--- src/rtl/vxfer_pkg.sv ---
package vxfer_pkg;

  typedef enum logic [1:0] {
    V1_LOW  = 2'b00,
    V1_MID  = 2'b01,
    V1_HIGH = 2'b10
  } v1_lvl_e;

  typedef enum logic [2:0] {
    ST_IDLE,
    ST_LEAD,
    ST_XFER,
    ST_TRAIL,
    ST_DELAY,
    ST_READY,
    ST_SHIFT,
    ST_DONE
  } vstate_e;

  localparam int NSTEP = 4;

  function automatic int imax(input int a, input int b);
    return (a > b) ? a : b;
  endfunction

  // {phase1 code, phase4, phase3, phase2} for a state and shift step
  function automatic logic [4:0] phase_word(input vstate_e s, input logic [1:0] k);
    logic [4:0] w;
    w = {V1_MID, 3'b001};
    case (s)
      ST_XFER:  w = {V1_HIGH, 3'b001};
      ST_TRAIL: w = {V1_MID, 3'b101};
      ST_SHIFT: begin
        case (k)
          2'd0:    w = {V1_LOW, 3'b011};
          2'd1:    w = {V1_LOW, 3'b110};
          2'd2:    w = {V1_MID, 3'b100};
          default: w = {V1_MID, 3'b001};
        endcase
      end
      default:  w = {V1_MID, 3'b001};
    endcase
    return w;
  endfunction

endpackage

--- src/rtl/vxfer_timer.sv ---
module vxfer_timer #(
  parameter int W = 8
) (
  input  logic         clk,
  input  logic         rst,
  input  logic         load,
  input  logic [W-1:0] load_val,
  output logic         zero
);

  logic [W-1:0] cnt;

  always_ff @(posedge clk) begin
    if (rst) begin
      cnt <= '0;
    end else if (load) begin
      cnt <= load_val;
    end else if (cnt != '0) begin
      cnt <= cnt - 1'b1;
    end
  end

  assign zero = (cnt == '0);

endmodule

--- src/rtl/vxfer_phase_map.sv ---
module vxfer_phase_map #(
  parameter int NPH = 3
) (
  input  logic           mirror,
  input  logic [NPH-1:0] top_in,
  output logic [NPH-1:0] bot_out
);

  for (genvar i = 0; i < NPH; i++) begin : g_ph
    assign bot_out[i] = mirror ? top_in[NPH-1-i] : top_in[i];
  end

endmodule

--- src/rtl/vxfer_ctrl.sv ---
module vxfer_ctrl
  import vxfer_pkg::*;
#(
  parameter int LEAD_CYC   = 1600,
  parameter int XFER_CYC   = 1600,
  parameter int TRAIL_CYC  = 1600,
  parameter int DELAY_CYC  = 400,
  parameter int STEP_CYC   = 1000,
  parameter int FULL_LINES = 4920,
  parameter int HALF_LINES = 2460,
  parameter int TW         = 11,
  parameter int LW         = 13
) (
  input  logic       clk,
  input  logic       rst,
  input  logic       frame_start,
  input  logic [1:0] mode,
  input  logic       bin2,
  input  logic       line_req,
  output logic [1:0] nx_v1,
  output logic [2:0] nx_ph,
  output logic       nx_mirror,
  output logic       nx_row_done,
  output logic       nx_ready,
  output logic       nx_done
);

  vstate_e       st, st_d;
  logic [1:0]    step, step_d;
  logic          pass, pass_d;
  logic [LW-1:0] rows, rows_d;
  logic [1:0]    mode_q, mode_d;
  logic          bin_q, bin_d;
  logic          ld;
  logic [TW-1:0] ld_val;
  logic          tzero;
  logic          fin;
  logic [4:0]    word_d;

  vxfer_timer #(.W(TW)) u_timer (
    .clk      (clk),
    .rst      (rst),
    .load     (ld),
    .load_val (ld_val),
    .zero     (tzero)
  );

  always_comb begin
    st_d   = st;
    step_d = step;
    pass_d = pass;
    rows_d = rows;
    mode_d = mode_q;
    bin_d  = bin_q;
    ld     = 1'b0;
    ld_val = '0;
    fin    = 1'b0;
    case (st)
      ST_IDLE, ST_READY, ST_DONE: begin
        if (frame_start) begin
          st_d   = ST_LEAD;
          ld     = 1'b1;
          ld_val = TW'(LEAD_CYC - 1);
          mode_d = mode;
          bin_d  = bin2;
          rows_d = mode[1] ? LW'(HALF_LINES) : LW'(FULL_LINES);
        end else if (st == ST_READY && line_req) begin
          st_d   = ST_SHIFT;
          step_d = 2'd0;
          pass_d = 1'b0;
          ld     = 1'b1;
          ld_val = TW'(STEP_CYC - 1);
        end
      end
      ST_LEAD: if (tzero) begin
        st_d   = ST_XFER;
        ld     = 1'b1;
        ld_val = TW'(XFER_CYC - 1);
      end
      ST_XFER: if (tzero) begin
        st_d   = ST_TRAIL;
        ld     = 1'b1;
        ld_val = TW'(TRAIL_CYC - 1);
      end
      ST_TRAIL: if (tzero) begin
        st_d   = ST_DELAY;
        ld     = 1'b1;
        ld_val = TW'(DELAY_CYC - 1);
      end
      ST_DELAY: if (tzero) begin
        st_d = ST_READY;
      end
      ST_SHIFT: if (tzero) begin
        if (step == 2'(NSTEP - 1)) begin
          rows_d = rows - 1'b1;
          if (bin_q && !pass) begin
            step_d = 2'd0;
            pass_d = 1'b1;
            ld     = 1'b1;
            ld_val = TW'(STEP_CYC - 1);
          end else begin
            fin  = 1'b1;
            st_d = (rows == LW'(1)) ? ST_DONE : ST_READY;
          end
        end else begin
          step_d = step + 1'b1;
          ld     = 1'b1;
          ld_val = TW'(STEP_CYC - 1);
        end
      end
      default: st_d = ST_IDLE;
    endcase
  end

  always_ff @(posedge clk) begin
    if (rst) begin
      st     <= ST_IDLE;
      step   <= 2'd0;
      pass   <= 1'b0;
      rows   <= '0;
      mode_q <= 2'b00;
      bin_q  <= 1'b0;
    end else begin
      st     <= st_d;
      step   <= step_d;
      pass   <= pass_d;
      rows   <= rows_d;
      mode_q <= mode_d;
      bin_q  <= bin_d;
    end
  end

  // next-value decode: the top registers these so outputs track the state
  assign word_d      = phase_word(st_d, step_d);
  assign nx_v1       = word_d[4:3];
  assign nx_ph       = word_d[2:0];
  assign nx_mirror   = mode_d[1];
  assign nx_row_done = fin;
  assign nx_ready    = (st_d == ST_READY);
  assign nx_done     = (st_d == ST_DONE);

  // a ready state always has rows left to shift
  a_r7_rows_left: assert property (@(posedge clk) disable iff (rst)
    (st == ST_READY) |-> (rows != '0));

  // the second pass only exists with binning latched
  a_r6_pass_needs_bin: assert property (@(posedge clk) disable iff (rst)
    pass |-> bin_q);

  // latched mode holds while a frame is in progress
  a_r9_mode_stable: assert property (@(posedge clk) disable iff (rst)
    (st == ST_SHIFT || st == ST_XFER || st == ST_TRAIL) |-> $stable(mode_q));

endmodule

--- src/rtl/vxfer_seq.sv ---
module vxfer_seq
  import vxfer_pkg::*;
#(
  parameter int LEAD_CYC   = 1600,
  parameter int XFER_CYC   = 1600,
  parameter int TRAIL_CYC  = 1600,
  parameter int DELAY_CYC  = 400,
  parameter int STEP_CYC   = 1000,
  parameter int FULL_LINES = 4920,
  parameter int HALF_LINES = 2460
) (
  input  logic       clk,
  input  logic       rst,
  input  logic       frame_start,
  input  logic [1:0] mode,
  input  logic       bin2,
  input  logic       line_req,
  output logic       line_ready,
  output logic [1:0] v1_code,
  output logic [2:0] ph_top,
  output logic [2:0] ph_bot,
  output logic       row_done,
  output logic       frame_done
);

  localparam int TMAX = imax(imax(imax(LEAD_CYC, XFER_CYC), imax(TRAIL_CYC, DELAY_CYC)), STEP_CYC);
  localparam int TW   = imax($clog2(TMAX + 1), 1);
  localparam int LW   = imax($clog2(FULL_LINES + 1), 1);

  logic [1:0] nx_v1;
  logic [2:0] nx_ph, nx_bot;
  logic       nx_mirror, nx_row_done, nx_ready, nx_done;
  logic       mirror_q;

  vxfer_ctrl #(
    .LEAD_CYC   (LEAD_CYC),
    .XFER_CYC   (XFER_CYC),
    .TRAIL_CYC  (TRAIL_CYC),
    .DELAY_CYC  (DELAY_CYC),
    .STEP_CYC   (STEP_CYC),
    .FULL_LINES (FULL_LINES),
    .HALF_LINES (HALF_LINES),
    .TW         (TW),
    .LW         (LW)
  ) u_ctrl (
    .clk         (clk),
    .rst         (rst),
    .frame_start (frame_start),
    .mode        (mode),
    .bin2        (bin2),
    .line_req    (line_req),
    .nx_v1       (nx_v1),
    .nx_ph       (nx_ph),
    .nx_mirror   (nx_mirror),
    .nx_row_done (nx_row_done),
    .nx_ready    (nx_ready),
    .nx_done     (nx_done)
  );

  vxfer_phase_map #(.NPH(3)) u_map (
    .mirror  (nx_mirror),
    .top_in  (nx_ph),
    .bot_out (nx_bot)
  );

  always_ff @(posedge clk) begin
    if (rst) begin
      v1_code    <= V1_MID;
      ph_top     <= 3'b001;
      ph_bot     <= 3'b001;
      mirror_q   <= 1'b0;
      row_done   <= 1'b0;
      line_ready <= 1'b0;
      frame_done <= 1'b0;
    end else begin
      v1_code    <= nx_v1;
      ph_top     <= nx_ph;
      ph_bot     <= nx_bot;
      mirror_q   <= nx_mirror;
      row_done   <= nx_row_done;
      line_ready <= nx_ready;
      frame_done <= nx_done;
    end
  end

  // transfer-high is only entered from mid
  a_r2_high_from_mid: assert property (@(posedge clk) disable iff (rst)
    (v1_code == V1_HIGH && $past(v1_code) != V1_HIGH) |-> ($past(v1_code) == V1_MID));

  // leaving high lands on mid with phase 4 rising in the same cycle
  a_r3_p4_rises_on_exit: assert property (@(posedge clk) disable iff (rst)
    (v1_code != V1_HIGH && $past(v1_code) == V1_HIGH) |-> (v1_code == V1_MID && $rose(ph_top[2])));

  // low never jumps straight to high
  a_r5_low_not_high: assert property (@(posedge clk) disable iff (rst)
    (v1_code == V1_LOW) |=> (v1_code != V1_HIGH));

  // row_done is a single-cycle strobe
  a_r5_done_strobe: assert property (@(posedge clk) disable iff (rst)
    row_done |=> !row_done);

  // done and ready never coexist
  a_r7_done_not_ready: assert property (@(posedge clk) disable iff (rst)
    !(frame_done && line_ready));

  // bottom-half ordering against top half
  a_r8_bottom_order: assert property (@(posedge clk) disable iff (rst)
    mirror_q |-> (ph_bot == {ph_top[0], ph_top[1], ph_top[2]}));

  a_r8_bottom_same: assert property (@(posedge clk) disable iff (rst)
    !mirror_q |-> (ph_bot == ph_top));

endmodule

--- config.mk ---
export PLATFORM = sky130hd
export DESIGN_NAME = vxfer_seq
export DESIGN_NICKNAME = d
export VERILOG_FILES = /design/src/rtl/vxfer_pkg.sv /design/src/rtl/vxfer_timer.sv /design/src/rtl/vxfer_phase_map.sv /design/src/rtl/vxfer_ctrl.sv /design/src/rtl/vxfer_seq.sv
export SDC_FILE = /design/constraint.sdc
export NUM_CORES = 1
export LEC_CHECK = 0
export ABC_CLOCK_PERIOD_IN_PS = 9600
export BUFFER_PORTS_ARGS = -buffer_cell sky130_fd_sc_hd__buf_4
export CORE_MARGIN = 4
export CORE_UTILIZATION = 55
export DETAILED_ROUTE_END_ITERATION = 8
export GPL_ROUTABILITY_DRIVEN = 0
export GPL_TIMING_DRIVEN = 0
export PLACE_DENSITY = 0.78
export SYNTH_ARGS = -nofsm -noshare
export SYNTH_HDL_FRONTEND = slang
export SYNTH_SLANG_ARGS = --single-unit
--- constraint.sdc ---
create_clock -name clk -period 9.6 [get_ports clk]
set_clock_uncertainty 0.2 [all_clocks]
set_input_delay 1.92 -clock clk [delete_from_list [all_inputs] [get_ports clk]]
set_output_delay 1.92 -clock clk [all_outputs]
set_load 0.02 [all_outputs]
## After elaboration in Yosys (flattened, before gate mapping)

Cells that the tools add are included.

- Word-level logic and storage cells: 110
- Flip-flop bits (word level): 44

- Eq/ne operators: 22
- Add/subtract/negate cells: 3
- Reduce and logical (&&, ||, !) cells: 16
- Bitwise operators: 3
- Multiplexer cells: 52

Operators by type and width:

| cell | number |
|---|---|
| 2-to-1 mux 11 bit | 5 |
| 2-to-1 mux 13 bit | 4 |
| case mux 11 bit (4 select lines) | 1 |
| 2-to-1 mux 10 bit | 3 |
| 2-to-1 mux 3 bit | 9 |
| case mux 13 bit (2 select lines) | 1 |
| equality test 3 bit, second input constant | 7 |
| case mux 3 bit (6 select lines) | 1 |
| 2-to-1 mux 2 bit | 8 |
| case mux 5 bit (3 select lines) | 1 |
| 2-to-1 mux 1 bit | 14 |
| equality test 13 x 1 -> 1 bit, second input constant | 1 |
| subtractor 13 x 1 -> 13 bit, second input constant | 1 |
| equality test 3 x 2 -> 1 bit, second input constant | 4 |
| case mux 4 bit (3 select lines) | 1 |
| logical NOT 11 bit | 1 |
| nonzero test 11 bit | 1 |
| subtractor 11 x 1 -> 11 bit, second input constant | 1 |
| 2-to-1 mux 9 bit | 1 |
| inequality test 2 x 1 -> 1 bit, second input constant | 4 |
| AND reduction 6 bit | 1 |
| OR reduction 3 bit | 2 |
| equality test 2 bit, second input constant | 2 |
| inequality test 2 bit, second input constant | 2 |
| 16 further kinds | 20 |

## Logic depth before layout (Yosys ltp)

Gate-level depths: netlist of the first run.

- Depth after elaboration: 10
- Depth in mapped cells: 14
- Gate-level depth less buffers: 12

## Cells and area by module

A second synthesis of the first run with hierarchy kept.

- Cell total of the unflattened synthesis: 282
- Area, all modules: 2341.0 µm²

Modules (own cells, without submodules):

| module | seq. area each (µm²) | area an instance (µm²) | cells an instance | times used |
|---|---|---|---|---|
| vxfer_ctrl | 420.4 | 1383.8 | 184 | 1 |
| vxfer_timer | 220.2 | 626.9 | 72 | 1 |
| vxfer_seq | 220.2 | 300.3 | 23 | 1 |
| vxfer_phase_map | 0.0 | 30.0 | 3 | 1 |

## Least setup slack after synthesis of the first run

No wires, ideal clock.

- Path kind: input port to flip-flop
- Start point: in line_req
- End point: reg ph_bot[0]
- Cell stages on the path: 10
- Arrival: 3742 ps
- Path slack: 5535 ps
- Path buffers: 0
- Path through: nor2b_1 -> and3b_1 -> o21a_1 -> nand2_1 -> a22oi_1 -> inv_1 -> ha_1 -> nor4_1 -> and4b_1 -> a31oi_1

- Cells in the longest elaborated chain, start to end: 8
- Elaborated cells on any way between the ends: 16

Ends and longest elaborated chain:

| what | RTL line | RTL |
|---|---|---|
| start, declared | vxfer_seq.sv:17 | `input logic line_req,` |
| logical AND 1 bit (*) | vxfer_ctrl.sv:67 | `end else if (st == ST_READY && line_req) begin` |
| 2-to-1 mux 2 bit (*) | vxfer_ctrl.sv:67 |  |
| 2-to-1 mux 2 bit (*) | vxfer_ctrl.sv:60 | `if (frame_start) begin` |
| case mux 2 bit (2 select lines) (*) | vxfer_ctrl.sv:58 | `case (st)` |
| named net u_ctrl.step_d[1] | vxfer_ctrl.sv:29 | `logic [1:0] step, step_d;` |
| equality test 2 bit (tied with other cells) | vxfer_pkg.sv:34 | `case (k)` |
| case mux 4 bit (3 select lines) (*) | vxfer_pkg.sv:34 |  |
| case mux 5 bit (3 select lines) (*) | vxfer_pkg.sv:30 | `case (s)` |
| 2-to-1 mux 1 bit (*) | vxfer_phase_map.sv:10 | `assign bot_out[i] = mirror ? top_in[NPH-1-i] : top_in[i];` |
| end signal, assigned | vxfer_seq.sv:78 | `ph_bot <= nx_bot;` |
| end, declared | vxfer_seq.sv:21 | `output logic [2:0] ph_bot,` |

The timed path passes the listed nets; every way through them passes the cells marked *.
A chain may end at the register's enable or synchronous reset.

## Worst setup path after layout of the first run

Same ends and word-level chain as after synthesis.

==> results.cfg, run 1 <==
[cells_and_area]
layout.cells.most_common = dfxtp_1
layout-drive-gt1-share_pct = 10.8
diodes = 0
final_cell_mix = dfxtp_1, nor2_1, a21oi_1
num-fill-cells = 342
area_growth_pct = 12.2
nNetsFinal = 311

[synth]
avgSynthCellArea_um2 = 8.14
yosys.cell_types.count = 53
synth.area.top_cells = dfxtp_1, a21oi_1, nor2_1
syn_area_mm2 = 0.00222
ys_ff_latch = 42
synthCells = 273
synthFlopType = dfxtp_1
async_flop_share_pct = 0
synth-edff-count = 0
ys_warn_count = 0
synth-seq-area-share_pct = 37.9
syn-num-nets = 288
synth_top_area_share_pct = 37.9
synth_area_leader_cell = dfxtp_1

[timing]
min_period_ns = 4.36
clock.fmax_mhz = 230
setup_tns_ns = 0
hold_violations = 0
setup_viol = 0
rsz0062_at_grt = no
fin_crit_sh_pct = 45.4
slew_violations = 0
fin_ws_ns = 5.24
maxSlewHeadroom_pct = 49.8
worstMarginPinSlew_ns = 0.747

[floorplanning]
ios = 18
row_count = 22
core-area_mm2 = 0.00377
dieWidth_um = 71.5
die_h_um = 71.5
start_util_pct = 58.9
die_area_mm2 = 0.00512

[hold_path]
min_path_type = flop to flop
holdPathEnd = u_ctrl.bin_q$_SDFFE_PP0P_
hold_path_depth = 2
min-delay-start = u_ctrl.bin_q$_SDFFE_PP0P_

[routing]
top_layer = met4
dr_total_vias = 2037
ant_nets = 0
via_per_inst = 5.90
wl_um = 5110
first_iter_violations = 199
wire_per_inst_um = 14.8
wl_met3_um = 314
drt-met1-wl_um = 2430
met2WireLength_um = 2280
drtPass1Iterations = 4
drc_errors = 0

[clock_tree]
post-cts-setup-buffers = 0
cts_resized = 0
numClockSinks = 42
clock_tree.buffer_depth = 2
cts_root_buf = clkbuf_8
cts_hold_buf = 0
cts_tree = done
clk_pin_slew_ns = 0.07
cts_htree_levels = 2
cts_inserted_buffers = 5
clock_latency_ns = 0.31

[global_route]
grt_pass1_wl_um = 8510
grt-ovfl-total = 0
grt_pass1_vias = 1831
antenna_found_initial = 0
grt_start_max_net_pins = 13
grtUsageTotal_pct = 20.7

[setup_path]
r2r-start = u_ctrl.u_timer.cnt[0]$_SDFFE_PP0P_
path_delay_family = simple AND/OR/NAND/NOR gates
worstPathArrival_ns = 4.34
path_max_fanout = 5
cpMaxStageDelayCell = nor4_1
crit_chain = buf_4 > nor2b_1 > and3b_1 > o21a_1 > nand2_1 > a22oi_1 > inv_1 > ha_1 > nor4_1 > and4b_1 > a31oi_1
reg2reg_depth = 14
rr_endpoint = ph_bot[0]$_SDFF_PP1_
path_buf_inv = 2
worstPathRequired_ns = 9.59
end_kind = flop
cpPeakStageDelay_ns = 0.40
r2r_setup_slack_ns = 5.66
critPathKind = input port to flop
crit_path_start_kind = input port

[power_and_ir_drop]
irDropWorstVdd_uv = 128
p_per_area_mw_per_mm2 = 166
leakage_uw = 0.000980

[job]
drv_cap = 0

[run_status]
status = complete, no violations

[placed_design]
dpl.hpwl_um = 3670
dp_worst_setup_slack_ns = 5.01
portBuffers = 16
synthesized netlist by cell type (all sizes together) (3+ instances only):
| cell | n |
|---|---|
| nand2 | 23 |
| dfxtp | 42 |
| inv | 8 |
| o21a | 3 |
| nand4 | 4 |
| a31oi | 6 |
| nor2b | 5 |
| nand3 | 5 |
| nor3 | 12 |
| o41ai | 3 |
| or4 | 4 |
| a21oi | 26 |
| a22oi | 3 |
| nor2 | 27 |
| clkbuf | 11 |
| xnor2 | 8 |
| o31ai | 3 |
| nor4 | 8 |
| ha | 8 |
| a211o | 3 |
| o21ai | 20 |
| xor2 | 4 |
| and2 | 5 |
| buf | 4 |
registers in the layout (all words and copies together), names as in the netlist:
name,cells
u_ctrl.rows,13
line_ready,1
u_ctrl.mode_q,1
row_done,1
u_ctrl.bin_q,1
v1_code,2
u_ctrl.pass,1
frame_done,1
u_ctrl.u_timer.cnt,11
ph_top,3
u_ctrl.step,2
ph_bot,2
u_ctrl.st,3
area by class of cell:
cell class	count	area, um2	area share, %
flip-flops and latches	42	841	33.7
multi-input cells	208	1280	51.4
inverters	8	30.0	1.20
clock inverters	1	5.00	0.201
plain buffers	15	70.1	2.81
clock buffers	7	86.3	3.46
repair buffers	16	120	4.82
well taps	48	60.1	2.41
metrics by stage:
stage / std cells / util (%) / cell area [um2] / hold WS [ns] / total power [uW]
2_1_floorplan: 273 / - / 2220 / 0.250 / 275
3_3_place_gp: 337 / 63.7 / 2400 / 0.263 / 295
3_5_place_dp: 337 / 63.7 / 2400 / 0.266 / 297
4_1_cts: 345 / 66.1 / 2490 / 0.277 / 413
5_1_grt: 345 / 66.1 / 2490 / 0.322 / 434
6_report: 345 / 66.1 / 2490 / 0.278 / 413
how the worst max path moves through the flow:
stage	from	to	slack, ns	cells past startpoint
finish	line_req	ph_bot[0]$_SDFF_PP1_	5.24	11
global route	line_req	ph_bot[0]$_SDFF_PP1_	5.02	11
CTS	line_req	ph_bot[0]$_SDFF_PP1_	5.31	11
detailed placement	line_req	ph_bot[0]$_SDFF_PP1_	5.01	11
global placement	line_req	ph_bot[0]$_SDFF_PP1_	5.03	11
floorplan	line_req	ph_bot[0]$_SDFF_PP1_	5.53	10
layer usage:
layer  track usage [%]  up-vias
met5                 0        -
met4              7.52        0
met3              3.93        9
met2              31.6       55
met1              29.0      941
li1                  -     1032
kinds of logic (layout without fill, tap and decap cells):
logic type	after synthesis	count (layout)	share of synthesized area (%)
buf+inv	23	47	4.51
flops	42	42	37.9
compound gates	78	78	21.9
mux	2	2	0.901
fa+ha+maj	8	8	4.51
simple gates	108	108	25.6
xor+xnor	12	12	4.73
where the power goes:
group          leakage (uW)  switching [uW]  total [uW]  internal (uW)
clock network     0.0000482            60.7         119           58.0
logic              0.000588            53.5        92.7           39.2
registers          0.000344            13.8         202            188
tightest hold or removal path, cell delays in order, from the launching register on:
cell and delay [ns]:
dfxtp_1 0.33, nand2_1 0.06, a21oi_1 0.05
Power figures use the tool's default switching activity.
==> inputs of run 2 (changes only) <==
--- a/config.mk
+++ b/config.mk
@@ -5,14 +5,14 @@
 export SDC_FILE = /design/constraint.sdc
 export NUM_CORES = 1
 export LEC_CHECK = 0
-export ABC_CLOCK_PERIOD_IN_PS = 9600
+export ABC_CLOCK_PERIOD_IN_PS = 3900
 export BUFFER_PORTS_ARGS = -buffer_cell sky130_fd_sc_hd__buf_4
 export CORE_MARGIN = 4
-export CORE_UTILIZATION = 55
+export CORE_UTILIZATION = 53
 export DETAILED_ROUTE_END_ITERATION = 8
 export GPL_ROUTABILITY_DRIVEN = 0
 export GPL_TIMING_DRIVEN = 0
-export PLACE_DENSITY = 0.78
+export PLACE_DENSITY = 0.79
 export SYNTH_ARGS = -nofsm -noshare
 export SYNTH_HDL_FRONTEND = slang
 export SYNTH_SLANG_ARGS = --single-unit
==> constraint.sdc (replaced) <==
create_clock -name clk -period 3.9 [get_ports clk]
set_clock_uncertainty 0.2 [all_clocks]
set_input_delay 0.78 -clock clk [delete_from_list [all_inputs] [get_ports clk]]
set_output_delay 0.78 -clock clk [all_outputs]
set_load 0.02 [all_outputs]
==> results.cfg, run 2 (same netlist as run 1, synthesis figures left out) <==
[cells_and_area]
layout.cells.most_common = dfxtp_1
nNetsFinal = 313
layout-drive-gt1-share_pct = 12.4
seqCellArea_um2 = 841
area_growth_pct = 13.7
final_cell_mix = dfxtp_1, nor2_1, a21oi_1
reg_top3 = u_ctrl.rows: 13 flops, u_ctrl.u_timer.cnt: 11 flops
multi_input_area_mm2 = 0.00129
diodes = 0
num-fill-cells = 371
largest_reg_flops = 13
top_register = u_ctrl.rows

[floorplanning]
die_area_mm2 = 0.00529
dieWidth_um = 72.7
start_util_pct = 55.1
core-area_mm2 = 0.00403
row_count = 23
ios = 18
die_h_um = 72.7

[setup_path]
critPathKind = flop to flop
crit_chain = inv_1 > ha_1 > or3b_2 > clkbuf_1 > or3_1 > buf_6 > o21ai_0 > nand2_1 > a22oi_2 > inv_1 > ha_1 > nor4_2 > and4b_1 > a31oi_1
end_kind = flop
crit_path_start_kind = flop
path_buf_inv = 4
cpMaxStageDelayCell = or3b_2
r2r_setup_slack_ns = 0.20
rr_endpoint = ph_bot[0]$_SDFF_PP1_
reg2reg_depth = 14
worstPathArrival_ns = 3.67
path_delay_family = simple AND/OR/NAND/NOR gates
cpPeakStageDelay_ns = 0.45
worstPathRequired_ns = 3.88
r2r-start = u_ctrl.u_timer.cnt[0]$_SDFFE_PP0P_
path_max_fanout = 7

[clock_tree]
clock_tree.buffer_depth = 2
cts_inserted_buffers = 5
numClockSinks = 42
cts_root_buf = clkbuf_8
cts_tree = done
cts_htree_levels = 2
clock_latency_ns = 0.30
cts_hold_buf = 0
clk_pin_slew_ns = 0.08

[global_route]
grtUsageTotal_pct = 20.7
grt_pass1_wl_um = 8790
grt-ovfl-total = 0
grt_pass1_vias = 1955
antenna_found_initial = 0
grt_start_max_net_pins = 14

[hold_path]
hold_path_depth = 2
min_path_type = flop to flop
holdPathEnd = u_ctrl.bin_q$_SDFFE_PP0P_
min-delay-start = u_ctrl.bin_q$_SDFFE_PP0P_

[power_and_ir_drop]
p_per_area_mw_per_mm2 = 403
irDropWorstVdd_uv = 214
leakage_uw = 0.000988
total_power_uw = 1020

[timing]
rsz0062_at_grt = no
maxSlewHeadroom_pct = 53.6
clock.fmax_mhz = 271
setup_tns_ns = 0
fin_hold_ws_ns = 0.284
hold_violations = 0
slew_violations = 0
setup_viol = 0
worstMarginPinSlew_ns = 0.691
min_period_ns = 3.70
fin_crit_sh_pct = 94.8

[routing]
drc_errors = 0
first_iter_violations = 154
dr_total_vias = 2065
drtPass1Iterations = 4
ant_nets = 0
wire_per_inst_um = 14.5
wl_um = 5060
via_per_inst = 5.92

[job]
drv_cap = 0

[run_status]
status = complete, no violations

[placed_design]
portBuffers = 16
dpl.hpwl_um = 3700
[run 2: cell types whose count changed in the layout (fill, tap and decap cells not counted)]
| cell | before | now |
|---|---|---|
| clkbuf_1 | 12 | 11 |
| nor4_1 | 7 | 6 |
| a22oi_1 | 3 | 2 |
| buf_4 | 17 | 19 |
| clkinvlp_4 | 0 | 1 |
| nor4_2 | 1 | 2 |
| a22oi_2 | 0 | 1 |
[run 2: repair_timing]
action | in CTS | in global routing
hold endpoints to repair | 0 | 0
setup buffers | 0 | 2
gates resized for setup | 0 | 2
setup endpoints to repair | 0 | 4
[run 2: how the worst max path moves through the flow]
| stage | start | end | slack, ns | depth (start not counted) |
|---|---|---|---|---|
| floorplan | u_ctrl.u_timer.cnt[0]$_SDFFE_PP0P_ | ph_bot[0]$_SDFF_PP1_ | 0.41 | 14 |
| global placement | u_ctrl.u_timer.cnt[0]$_SDFFE_PP0P_ | ph_bot[0]$_SDFF_PP1_ | 0.12 | 14 |
| detailed placement | u_ctrl.u_timer.cnt[0]$_SDFFE_PP0P_ | ph_bot[0]$_SDFF_PP1_ | 0.06 | 14 |
| CTS | u_ctrl.u_timer.cnt[0]$_SDFFE_PP0P_ | ph_bot[0]$_SDFF_PP1_ | 0.02 | 14 |
| global route | u_ctrl.u_timer.cnt[0]$_SDFFE_PP0P_ | ph_bot[0]$_SDFF_PP1_ | 0.03 | 14 |
| finish | u_ctrl.u_timer.cnt[0]$_SDFFE_PP0P_ | ph_bot[0]$_SDFF_PP1_ | 0.20 | 14 |
[run 2: layout make-up]
class                   count  share of cell area, %
multi-input cells         208                   51.1
flip-flops and latches     42                   33.3
repair buffers             18                   5.35
clock buffers               6                   3.27
plain buffers              15                   2.78
well taps                  50                   2.48
inverters                   8                   1.19
clock inverters             2                  0.496
[run 2: per-stage QoR]
stage                     utilization (%)  instance area [um2]  instances  worst slack (ns)
after global routing                 62.7                 2520        349            0.0259
after CTS                            62.0                 2500        347            0.0216
after global placement               59.7                 2400        339             0.118
after floorplan                         -                 2220        273             0.414
after detailed placement             59.7                 2400        339            0.0571
final                                62.7                 2520        349             0.204
[run 2: worst min-delay path: stages, from the launching register on]
cell	delay, ns
dfxtp_1	0.33
nand2_1	0.06
a21oi_1	0.05
[run 2: power breakdown]
part,internal (uW),switching [uW],total [uW]
Clock,142,151,293
Sequential,463,34.4,498
Combinational,96.8,130,226
[run 2: layer usage]
metal | global-route usage [%] | wire length (um) | vias up
li1 | - | - | 1036
met1 | 27.7 | 2330 | 956
met2 | 33.8 | 2390 | 65
met3 | 4.96 | 277 | 8
met4 | 4.92 | 49 | 0
met5 | 0 | 0 | -
